File: src/rtl/mmio_uart_pkg.sv
package mmio_uart_pkg;
  typedef enum logic [1:0] {RX_IDLE, RX_START, RX_DATA, RX_STOP} rx_state_e;
endpackage

File: src/rtl/mmio_uart_tx.sv
module mmio_uart_tx #(
  parameter int DIV_W  = 32,
  parameter int DATA_W = 8
) (
  input  logic              clk_i,
  input  logic              rst_ni,
  input  logic [DIV_W-1:0]  period_i,
  input  logic              start_i,
  input  logic [DATA_W-1:0] data_i,
  output logic              busy_o,
  output logic              tx_o
);
  localparam int FRAME_W = DATA_W + 2;
  localparam int BIT_CW  = $clog2(FRAME_W + 1);

  logic [FRAME_W-1:0] sh_q;
  logic [BIT_CW-1:0]  left_q;
  logic [DIV_W-1:0]   cnt_q;
  logic               busy_q;
  logic               tick;

  assign tick = cnt_q >= period_i - DIV_W'(1);

  always_ff @(posedge clk_i or negedge rst_ni) begin
    if (!rst_ni) begin
      sh_q   <= '1;
      left_q <= '0;
      cnt_q  <= '0;
      busy_q <= 1'b0;
    end else if (start_i && !busy_q) begin
      sh_q   <= {1'b1, data_i, 1'b0};
      left_q <= BIT_CW'(FRAME_W);
      cnt_q  <= '0;
      busy_q <= 1'b1;
    end else if (busy_q) begin
      if (tick) begin
        cnt_q  <= '0;
        sh_q   <= {1'b1, sh_q[FRAME_W-1:1]};
        left_q <= left_q - BIT_CW'(1);
        if (left_q == BIT_CW'(1)) busy_q <= 1'b0;
      end else begin
        cnt_q <= cnt_q + DIV_W'(1);
      end
    end
  end

  assign busy_o = busy_q;
  assign tx_o   = sh_q[0];


  idle_high_chk: assert property (@(posedge clk_i) disable iff (!rst_ni)
    !busy_q |-> tx_o);

  start_low_chk: assert property (@(posedge clk_i) disable iff (!rst_ni)
    (start_i && !busy_q) |=> !tx_o);
endmodule

File: src/rtl/mmio_uart_rx.sv
module mmio_uart_rx
  import mmio_uart_pkg::*;
#(
  parameter int DIV_W  = 32,
  parameter int DATA_W = 8
) (
  input  logic              clk_i,
  input  logic              rst_ni,
  input  logic [DIV_W-1:0]  period_i,
  input  logic              rx_i,
  output logic              done_o,
  output logic [DATA_W-1:0] data_o
);
  localparam int IDX_W = $clog2(DATA_W);

  rx_state_e          state_q;
  logic               s1_q, s2_q, prev_q;
  logic [DIV_W-1:0]   cnt_q;
  logic [IDX_W-1:0]   idx_q;
  logic [DATA_W-1:0]  sh_q;
  logic               done_q;
  logic               full_tick, half_tick;

  assign full_tick = cnt_q >= period_i - DIV_W'(1);
  assign half_tick = cnt_q >= (period_i >> 1) - DIV_W'(1);

  always_ff @(posedge clk_i or negedge rst_ni) begin
    if (!rst_ni) begin
      s1_q    <= 1'b1;
      s2_q    <= 1'b1;
      prev_q  <= 1'b1;
      state_q <= RX_IDLE;
      cnt_q   <= '0;
      idx_q   <= '0;
      sh_q    <= '0;
      data_o  <= '0;
      done_q  <= 1'b0;
    end else begin
      s1_q   <= rx_i;
      s2_q   <= s1_q;
      prev_q <= s2_q;
      done_q <= 1'b0;
      unique case (state_q)
        RX_IDLE: begin
          cnt_q <= '0;
          if (prev_q && !s2_q) state_q <= RX_START;
        end
        RX_START: begin
          if (half_tick) begin
            cnt_q   <= '0;
            idx_q   <= '0;
            state_q <= s2_q ? RX_IDLE : RX_DATA;
          end else cnt_q <= cnt_q + DIV_W'(1);
        end
        RX_DATA: begin
          if (full_tick) begin
            cnt_q <= '0;
            sh_q  <= {s2_q, sh_q[DATA_W-1:1]};
            if (idx_q == IDX_W'(DATA_W - 1)) state_q <= RX_STOP;
            else idx_q <= idx_q + IDX_W'(1);
          end else cnt_q <= cnt_q + DIV_W'(1);
        end
        RX_STOP: begin
          if (full_tick) begin
            cnt_q   <= '0;
            state_q <= RX_IDLE;
            if (s2_q) begin
              data_o <= sh_q;
              done_q <= 1'b1;
            end
          end else cnt_q <= cnt_q + DIV_W'(1);
        end
        default: state_q <= RX_IDLE;
      endcase
    end
  end

  assign done_o = done_q;


  done_after_stop_chk: assert property (@(posedge clk_i) disable iff (!rst_ni)
    done_q |-> $past(state_q == RX_STOP));
endmodule

File: src/rtl/mmio_uart.sv
module mmio_uart #(
  parameter int                  BUS_W     = 32,
  parameter int                  DATA_W    = 8,
  parameter int                  MIN_DIV   = 4,
  parameter logic [BUS_W-1:0]    DIV_RESET = 32'd16
) (
  input  logic             clk_i,
  input  logic             rst_ni,
  input  logic             div_we_i,
  input  logic [BUS_W-1:0] div_wdata_i,
  output logic [BUS_W-1:0] div_rdata_o,
  input  logic             dat_we_i,
  input  logic             dat_re_i,
  input  logic [BUS_W-1:0] dat_wdata_i,
  output logic [BUS_W-1:0] dat_rdata_o,
  output logic             dat_wait_o,
  output logic             tx_o,
  input  logic             rx_i
);
  logic [BUS_W-1:0]  div_q, period;
  logic              tx_busy, rx_done;
  logic [DATA_W-1:0] rx_data, rx_byte_q;
  logic              rx_valid_q;
  logic              unused_wdata;

  assign unused_wdata = ^dat_wdata_i[BUS_W-1:DATA_W];

  always_ff @(posedge clk_i or negedge rst_ni) begin
    if (!rst_ni) div_q <= DIV_RESET;
    else if (div_we_i) div_q <= div_wdata_i;
  end

  assign period = (div_q < BUS_W'(MIN_DIV)) ? BUS_W'(MIN_DIV) : div_q;

  mmio_uart_tx #(.DIV_W(BUS_W), .DATA_W(DATA_W)) u_tx (
    .clk_i   (clk_i),
    .rst_ni  (rst_ni),
    .period_i(period),
    .start_i (dat_we_i),
    .data_i  (dat_wdata_i[DATA_W-1:0]),
    .busy_o  (tx_busy),
    .tx_o    (tx_o)
  );

  mmio_uart_rx #(.DIV_W(BUS_W), .DATA_W(DATA_W)) u_rx (
    .clk_i   (clk_i),
    .rst_ni  (rst_ni),
    .period_i(period),
    .rx_i    (rx_i),
    .done_o  (rx_done),
    .data_o  (rx_data)
  );

  // new byte wins over a same-cycle read
  always_ff @(posedge clk_i or negedge rst_ni) begin
    if (!rst_ni) begin
      rx_valid_q <= 1'b0;
      rx_byte_q  <= '0;
    end else if (rx_done) begin
      rx_valid_q <= 1'b1;
      rx_byte_q  <= rx_data;
    end else if (dat_re_i) begin
      rx_valid_q <= 1'b0;
    end
  end

  assign div_rdata_o = div_q;
  assign dat_rdata_o = rx_valid_q ? {{(BUS_W-DATA_W){1'b0}}, rx_byte_q} : '1;
  assign dat_wait_o  = dat_we_i && tx_busy;


  div_wr_chk: assert property (@(posedge clk_i) disable iff (!rst_ni)
    div_we_i |=> div_rdata_o == $past(div_wdata_i));

  accept_busy_chk: assert property (@(posedge clk_i) disable iff (!rst_ni)
    (dat_we_i && !dat_wait_o) |=> tx_busy);

  read_empty_chk: assert property (@(posedge clk_i) disable iff (!rst_ni)
    (dat_re_i && !rx_done) |=> dat_rdata_o == '1);
endmodule

File: config.mk
export PLATFORM = sky130hd
export DESIGN_NAME = mmio_uart
export DESIGN_NICKNAME = d
export VERILOG_FILES = /design/src/rtl/mmio_uart_pkg.sv /design/src/rtl/mmio_uart_tx.sv /design/src/rtl/mmio_uart_rx.sv /design/src/rtl/mmio_uart.sv
export SDC_FILE = /design/constraint.sdc
export NUM_CORES = 1
export LEC_CHECK = 0
export BUFFER_PORTS_ARGS = -buffer_cell sky130_fd_sc_hd__buf_2
export CAP_MARGIN = 10
export CORE_MARGIN = 2
export CORE_UTILIZATION = 40
export DETAILED_ROUTE_END_ITERATION = 8
export PLACE_DENSITY = 0.69
export REMOVE_ABC_BUFFERS = 1
export SLEW_MARGIN = 10
export SYNTH_ARGS = -nofsm -noshare
export SYNTH_HDL_FRONTEND = slang
export SYNTH_HIERARCHICAL = 1
export SYNTH_SLANG_ARGS = --single-unit
File: constraint.sdc
create_clock -name clk_i -period 16.8 [get_ports clk_i]
set_input_delay 0.84 -clock clk_i [delete_from_list [all_inputs] [get_ports clk_i]]
set_output_delay 0.84 -clock clk_i [all_outputs]
set_load 0.05 [all_outputs]
* After elaboration in Yosys (flattened, before gate mapping)
Cells that the tools add are included.
** Cells by class
- Bitwise gates (word level) :: 0
- Div/mod/pow operators :: 0
- Shifts and indexed selects :: 0
- Muxes and demuxes :: 34
- Add/sub/neg operators :: 6
- Magnitude comparators :: 4
- Eq/ne operators :: 11
- Reduce and logical (&&, ||, !) cells :: 16
- Multiply operators :: 0
** Operators by type and width (number)
- 32-bit two-way mux :: 7
- 32-bit greater-or-equal comparator :: 3
- 32-bit one-hot mux with 3 select lines :: 1
- 32-bit by 1-bit adder with 32-bit output (second input constant) :: 2
- 32-bit by 3-bit less-than comparator with 1-bit output (second input constant) :: 1
- 31-bit by 1-bit subtractor with 32-bit output (second input constant) :: 1
- 32-bit by 1-bit subtractor with 32-bit output (second input constant) :: 1
- 10-bit two-way mux :: 3
- 2-bit two-way mux :: 6
- 4-bit two-way mux :: 3
- 2-bit by 1-bit != test with 1-bit output (second input constant) :: 5
- 1-bit two-way mux :: 9
- 3-bit two-way mux :: 3
- 2-bit one-hot mux with 4 select lines :: 1
- 2-bit nonzero test :: 4
- 3-bit one-hot mux with 2 select lines :: 1
- 5-bit AND reduction :: 1
- 2-bit == test (second input constant) :: 2
- 4-bit by 1-bit == test with 1-bit output (second input constant) :: 1
- 2-bit AND reduction :: 2
- 4-bit AND reduction :: 1
- 4-bit by 1-bit subtractor with 4-bit output (second input constant) :: 1
- 3-bit by 1-bit adder with 3-bit output (second input constant) :: 1
- 3-bit == test (second input constant) :: 1
- other kinds (7) :: 10
** Storage, ports and cells
- Memory bits (read-only) :: 0
- RAM bits :: 0
- Output and inout bits :: 66
- Latch bits :: 0
- Input bits :: 70
- Bits in registers :: 145
- Memories kept :: 0

* Longest topological paths before layout
- Depth after elaboration :: 7
- Depth in mapped cells :: 21

* Hierarchy
Netlist, hierarchy kept.
** Modules (own cells, without submodules)
- mmio_uart_rx :: area an instance 4922.2 um^2, cells an instance 551, times used 1
- mmio_uart_tx :: area an instance 3746.1 um^2, cells an instance 430, times used 1
- mmio_uart :: area an instance 1966.9 um^2, cells an instance 162, times used 1

* Least setup slack after synthesis
No wires, ideal clock.
- Path kind :: flip-flop to flip-flop
- Start point :: register div_q[28], in the netlist div_rdata_o[28]
- End point :: register u_rx.data_o[0]
- Data arrival time :: 5.705 ns
- Period minus slack after synthesis :: 5.829 ns
- Buffers on the path :: 0
- Slack :: 10.971 ns
- Cell stages (with the launch flop) :: 21
- Required time :: 16.675 ns
- Cells stage by stage :: dfrtp_1 -> nor4_1 -> and4_1 -> a21boi_0 -> inv_1 -> ha_1 -> or3b_4 -> or4_4 -> or4_4 -> or4_4 -> nor4_4 -> nand2_2 -> xor2_1 -> ha_1 -> nand2_1 -> nor4_1 -> nand2_1 -> a31oi_1 -> or2_2 -> nand4_1 -> mux2_2
** On the way
- Word-level cells in the longest chain between the ends :: 5
** Ends and longest elaborated chain
- start, declared :: RTL line mmio_uart.sv:20 : logic [BUS_W-1:0] div_q, period;
- start signal, assigned :: RTL line mmio_uart.sv:30 : else if (div_we_i) div_q <= div_wdata_i;
- 32-bit by 3-bit less-than comparator with 1-bit output :: RTL line mmio_uart.sv:33 : assign period = (div_q < BUS_W'(MIN_DIV)) ? BUS_W'(MIN_DIV) : div_q;
- 32-bit two-way mux :: RTL line mmio_uart.sv:33
- net period[1] :: RTL line mmio_uart.sv:20
- 32-bit by 1-bit subtractor with 32-bit output :: RTL line mmio_uart_rx.sv:24 : assign full_tick = cnt_q >= period_i - DIV_W'(1);
- 32-bit greater-or-equal comparator :: RTL line mmio_uart_rx.sv:24
- 3-bit AND reduction (no source line)
- end signal, assigned :: RTL line mmio_uart_rx.sv:68 : data_o <= sh_q;
- end, declared :: RTL line mmio_uart_rx.sv:12 : output logic [DATA_W-1:0] data_o
The timed path passes the listed nets, and every way through them passes these cells.
A chain may end at the register's enable or synchronous reset.

* Worst setup path in the final report
- Start point :: register div_q[7], in the netlist div_rdata_o[7]
- End point :: register u_rx.data_o[7]
The elaborated chain is that of the path after synthesis.

==> impl_metrics.tcl <==
set metrics [dict create \
    status "complete, no violations" \
    grt_first_pass_wirelength_um 41000 \
    setup_viol 0 \
    yosysUniqueCellTypes 68 \
    tns_ns 0 \
    drv_cap 0 \
    dr.pass1.iters 5 \
    core_um2 26100 \
    syn_area_per_cell_um2 9.30 \
    initial_core_util_pct 40.8 \
    hp-start "u_rx/s1_q$_DFF_PN1_" \
    clockRootBuffer "clkbuf_16" \
    die_h_um 167 \
    synth_edf_count 0 \
    vdd_ir_drop_max_mv 0.0716 \
    final_nets 1373 \
    portBuffers 111 \
    powerDensity_nw_per_um2 95.6 \
    place_ws_ns 9.57 \
    rr_worst_depth 20 \
    grt_overflow 0 \
    power.leakage_nw 5.23 \
    worst-path-max-fanout 11 \
    vias_per_cell 5.53 \
    min_path_cells 0 \
    htreeDepth 4 \
    cts_tree "yes" \
    r2r_slack_ns 9.22 \
    yosysTopAreaCellShare_pct 30.8 \
    post-cts-setup-buffers 0 \
    crit_required_ns 17.11 \
    track_usage_pct 18.0 \
    num_vias 8551 \
    grt_pass1_vias 8186 \
    endpoint_kind "flop" \
    antenna_found_initial 3 \
    antenna_left 0 \
    drive_gt1_share_pct 19.6 \
    ctsHoldBuffers 0 \
    rsz0062_at_grt "false" \
    area_growth_pct 11.4 \
    worst_ep_arrival_time_ns 7.89 \
    ctsResizeCount 0 \
    synth_flop_cell "dfrtp_1" \
    wl_per_cell_um 15.9 \
    clk_latency_ns 0.44 \
    drv_slew 0 \
    die_w_um 167 \
    rows 59 \
    cts.sinks 144 \
    dp_hpwl_um 18000 \
    worstReg2RegStart "div_rdata_o[7]$_DFFE_PN0P_" \
    mostFrequentLayoutCells "dfrtp_1 (131), buf_2 (110), ha_1 (106), nand2_1 (97), nor2_1 (94)" \
    fin_area_um2 11800 \
    fin_ws_ns 9.22 \
    syn_area_um2 10600 \
    min_path_type "flop to flop" \
    ys_seq_area_share_pct 34.0 \
    period_share_pct 45.1 \
    drc 0 \
    path_class "flop to flop" \
    final_common_cell "dfrtp_1" \
    yosys.area.top_type "dfrtp_1" \
    grt_max_degree 75 \
    synth_area_leaders "dfrtp_1 (31%), ha_1 (12%), mux2_2 (5.5%)" \
    whs_endpoint "u_rx/s2_q$_DFF_PN1_" \
    cts_buffer_depth 2 \
    cts_inserted_buffers 17 \
    ys_warn_count 6 \
    dieArea_um2 27900 \
    drt-initial-drc-count 619 \
    place.gp.congestion 0.874 \
    synthArstFlopShare_pct 100 \
    ys_seq_elements 144 \
    cp-startpoint "div_rdata_o[7]$_DFFE_PN0P_" \
    max-slew-margin-rel_pct 33.2 \
    syn_inst 1143 \
    dpl-instance-area_um2 11200 \
    tightest_slew_ns 1.00 \
    r2r_end "u_rx/data_o[7]$_DFFE_PN0P_" \
    n_fill_cell 2469 \
    max_freq_ghz 0.132 \
    hold_viol 0 \
    clk_pin_slew_ns 0.06 \
    routed_wl_um 24700 \
    ios 136 \
    final.min_clock_period_ns 7.58 \
    critPathLaunchType "flop" \
    skew_ns 0.0121 \
]
==> through the flow <==
stage / hold slack, ns / power, mW / instances / utilization, %
3_3_place_gp: 0.348 / 0.726 / 1513 / 43.1
4_1_cts: 0.363 / 1.14 / 1545 / 45.4
3_5_place_dp: 0.350 / 0.737 / 1513 / 43.1
2_1_floorplan: 0.345 / 0.648 / 1062 / -
6_report: 0.359 / 1.13 / 1547 / 45.5
5_1_grt: 0.367 / 1.20 / 1545 / 45.4
==> report_power, final <==
part | internal (mW) | leakage (nW) | switching (mW) | total (mW)
registers | 0.392 | 1.85 | 0.0697 | 0.461
logic | 0.113 | 3.07 | 0.158 | 0.271
clock network | 0.241 | 0.301 | 0.160 | 0.401
==> routing by layer <==
| metal | vias to the layer above | global-route usage (%) | share of wire (%) |
|---|---|---|---|
| met5 | - | 0 | 0.053 |
| met4 | 2 | 5.25 | 1.4 |
| met3 | 23 | 3.94 | 5.7 |
| met2 | 218 | 29.1 | 46 |
| met1 | 4105 | 24.3 | 47 |
| li1 | 4203 | - | - |
==> critical path, cell delays in order (launching register included) <==
cell,delay (ns)
dfrtp_1,0.56
nor4_1,0.78
and4_1,0.35
a21boi_0,0.28
inv_1,0.23
ha_1,0.23
or3b_4,0.43
or4_4,0.43
or4_4,0.46
or4_4,0.54
nor4_4,0.26
nand2_2,0.08
xor2_1,0.15
ha_1,0.31
nand2_1,0.07
nor4_1,0.57
nand2_1,0.14
a31oi_1,0.51
or2_2,0.24
nand4_1,0.38
mux2_2,0.42
==> how the worst max path moves through the flow <==
| stage | slack, ns | depth (start not counted) | to |
|---|---|---|---|
| 5_1_grt | 9.13 | 20 | u_rx/data_o[7]$_DFFE_PN0P_ |
| 3_5_place_dp | 9.57 | 20 | u_rx/data_o[6]$_DFFE_PN0P_ |
| 4_1_cts | 9.53 | 20 | u_rx/data_o[7]$_DFFE_PN0P_ |
| 6_report | 9.22 | 20 | u_rx/data_o[7]$_DFFE_PN0P_ |
| 3_3_place_gp | 9.65 | 20 | u_rx/data_o[0]$_DFFE_PN0P_ |
| 2_1_floorplan | 8.73 | 1 | dat_rdata_o[10] |
==> layout make-up <==
type / count / area [um^2] / area share (%)
clock buffers: 19 / 443 / 3.74
diodes: 2 / 5.00 / 0.0423
flip-flops and latches: 144 / 3620 / 30.6
multi-input cells: 890 / 6480 / 54.7
well taps: 335 / 419 / 3.54
repair buffers: 116 / 599 / 5.06
inverters: 28 / 105 / 0.887
clock inverters: 13 / 175 / 1.48
==> cells by family (layout without fill, tap and decap cells) <==
logic type,after synthesis,after routing,synth area share (%)
buffers and inverters,109,176,5.07
XOR/XNOR,120,120,9.88
AO/OA/AOI/OAI,166,166,10.2
multiplexers,69,69,7.16
adder cells (fa/ha/maj),106,106,12.5
flip-flops,144,144,34.0
AND/OR/NAND/NOR,429,429,21.2
other,0,2,0
==> synthesized netlist by cell type (all sizes together), types with 12 or more instances <==
master and count:
nand2 98, o311ai 13, ha 106, dfrtp 131, xor2 54, buf 34
nand2b 15, mux2 57, clkbuf 46, nand3 45, nor4 26, dfstp 13
nor3 32, a21oi 46, nor2 95, or3 16, xnor2 66, o21ai 39
and4 15, inv 28, and3 14, nand4 25, mux2i 12
==> flip-flops by register name, indices dropped and copies added (netlist names), 3 cells and up, named ones only <==
register / flops
div_rdata_o: 32
rx_byte_q: 8
u_rx/cnt_q: 32
u_rx/data_o: 8
u_rx/idx_q: 3
u_rx/sh_q: 8
u_tx/cnt_q: 32
u_tx/left_q: 4
u_tx/sh_q: 9
Note: power is estimated with default switching activity, not from simulation.
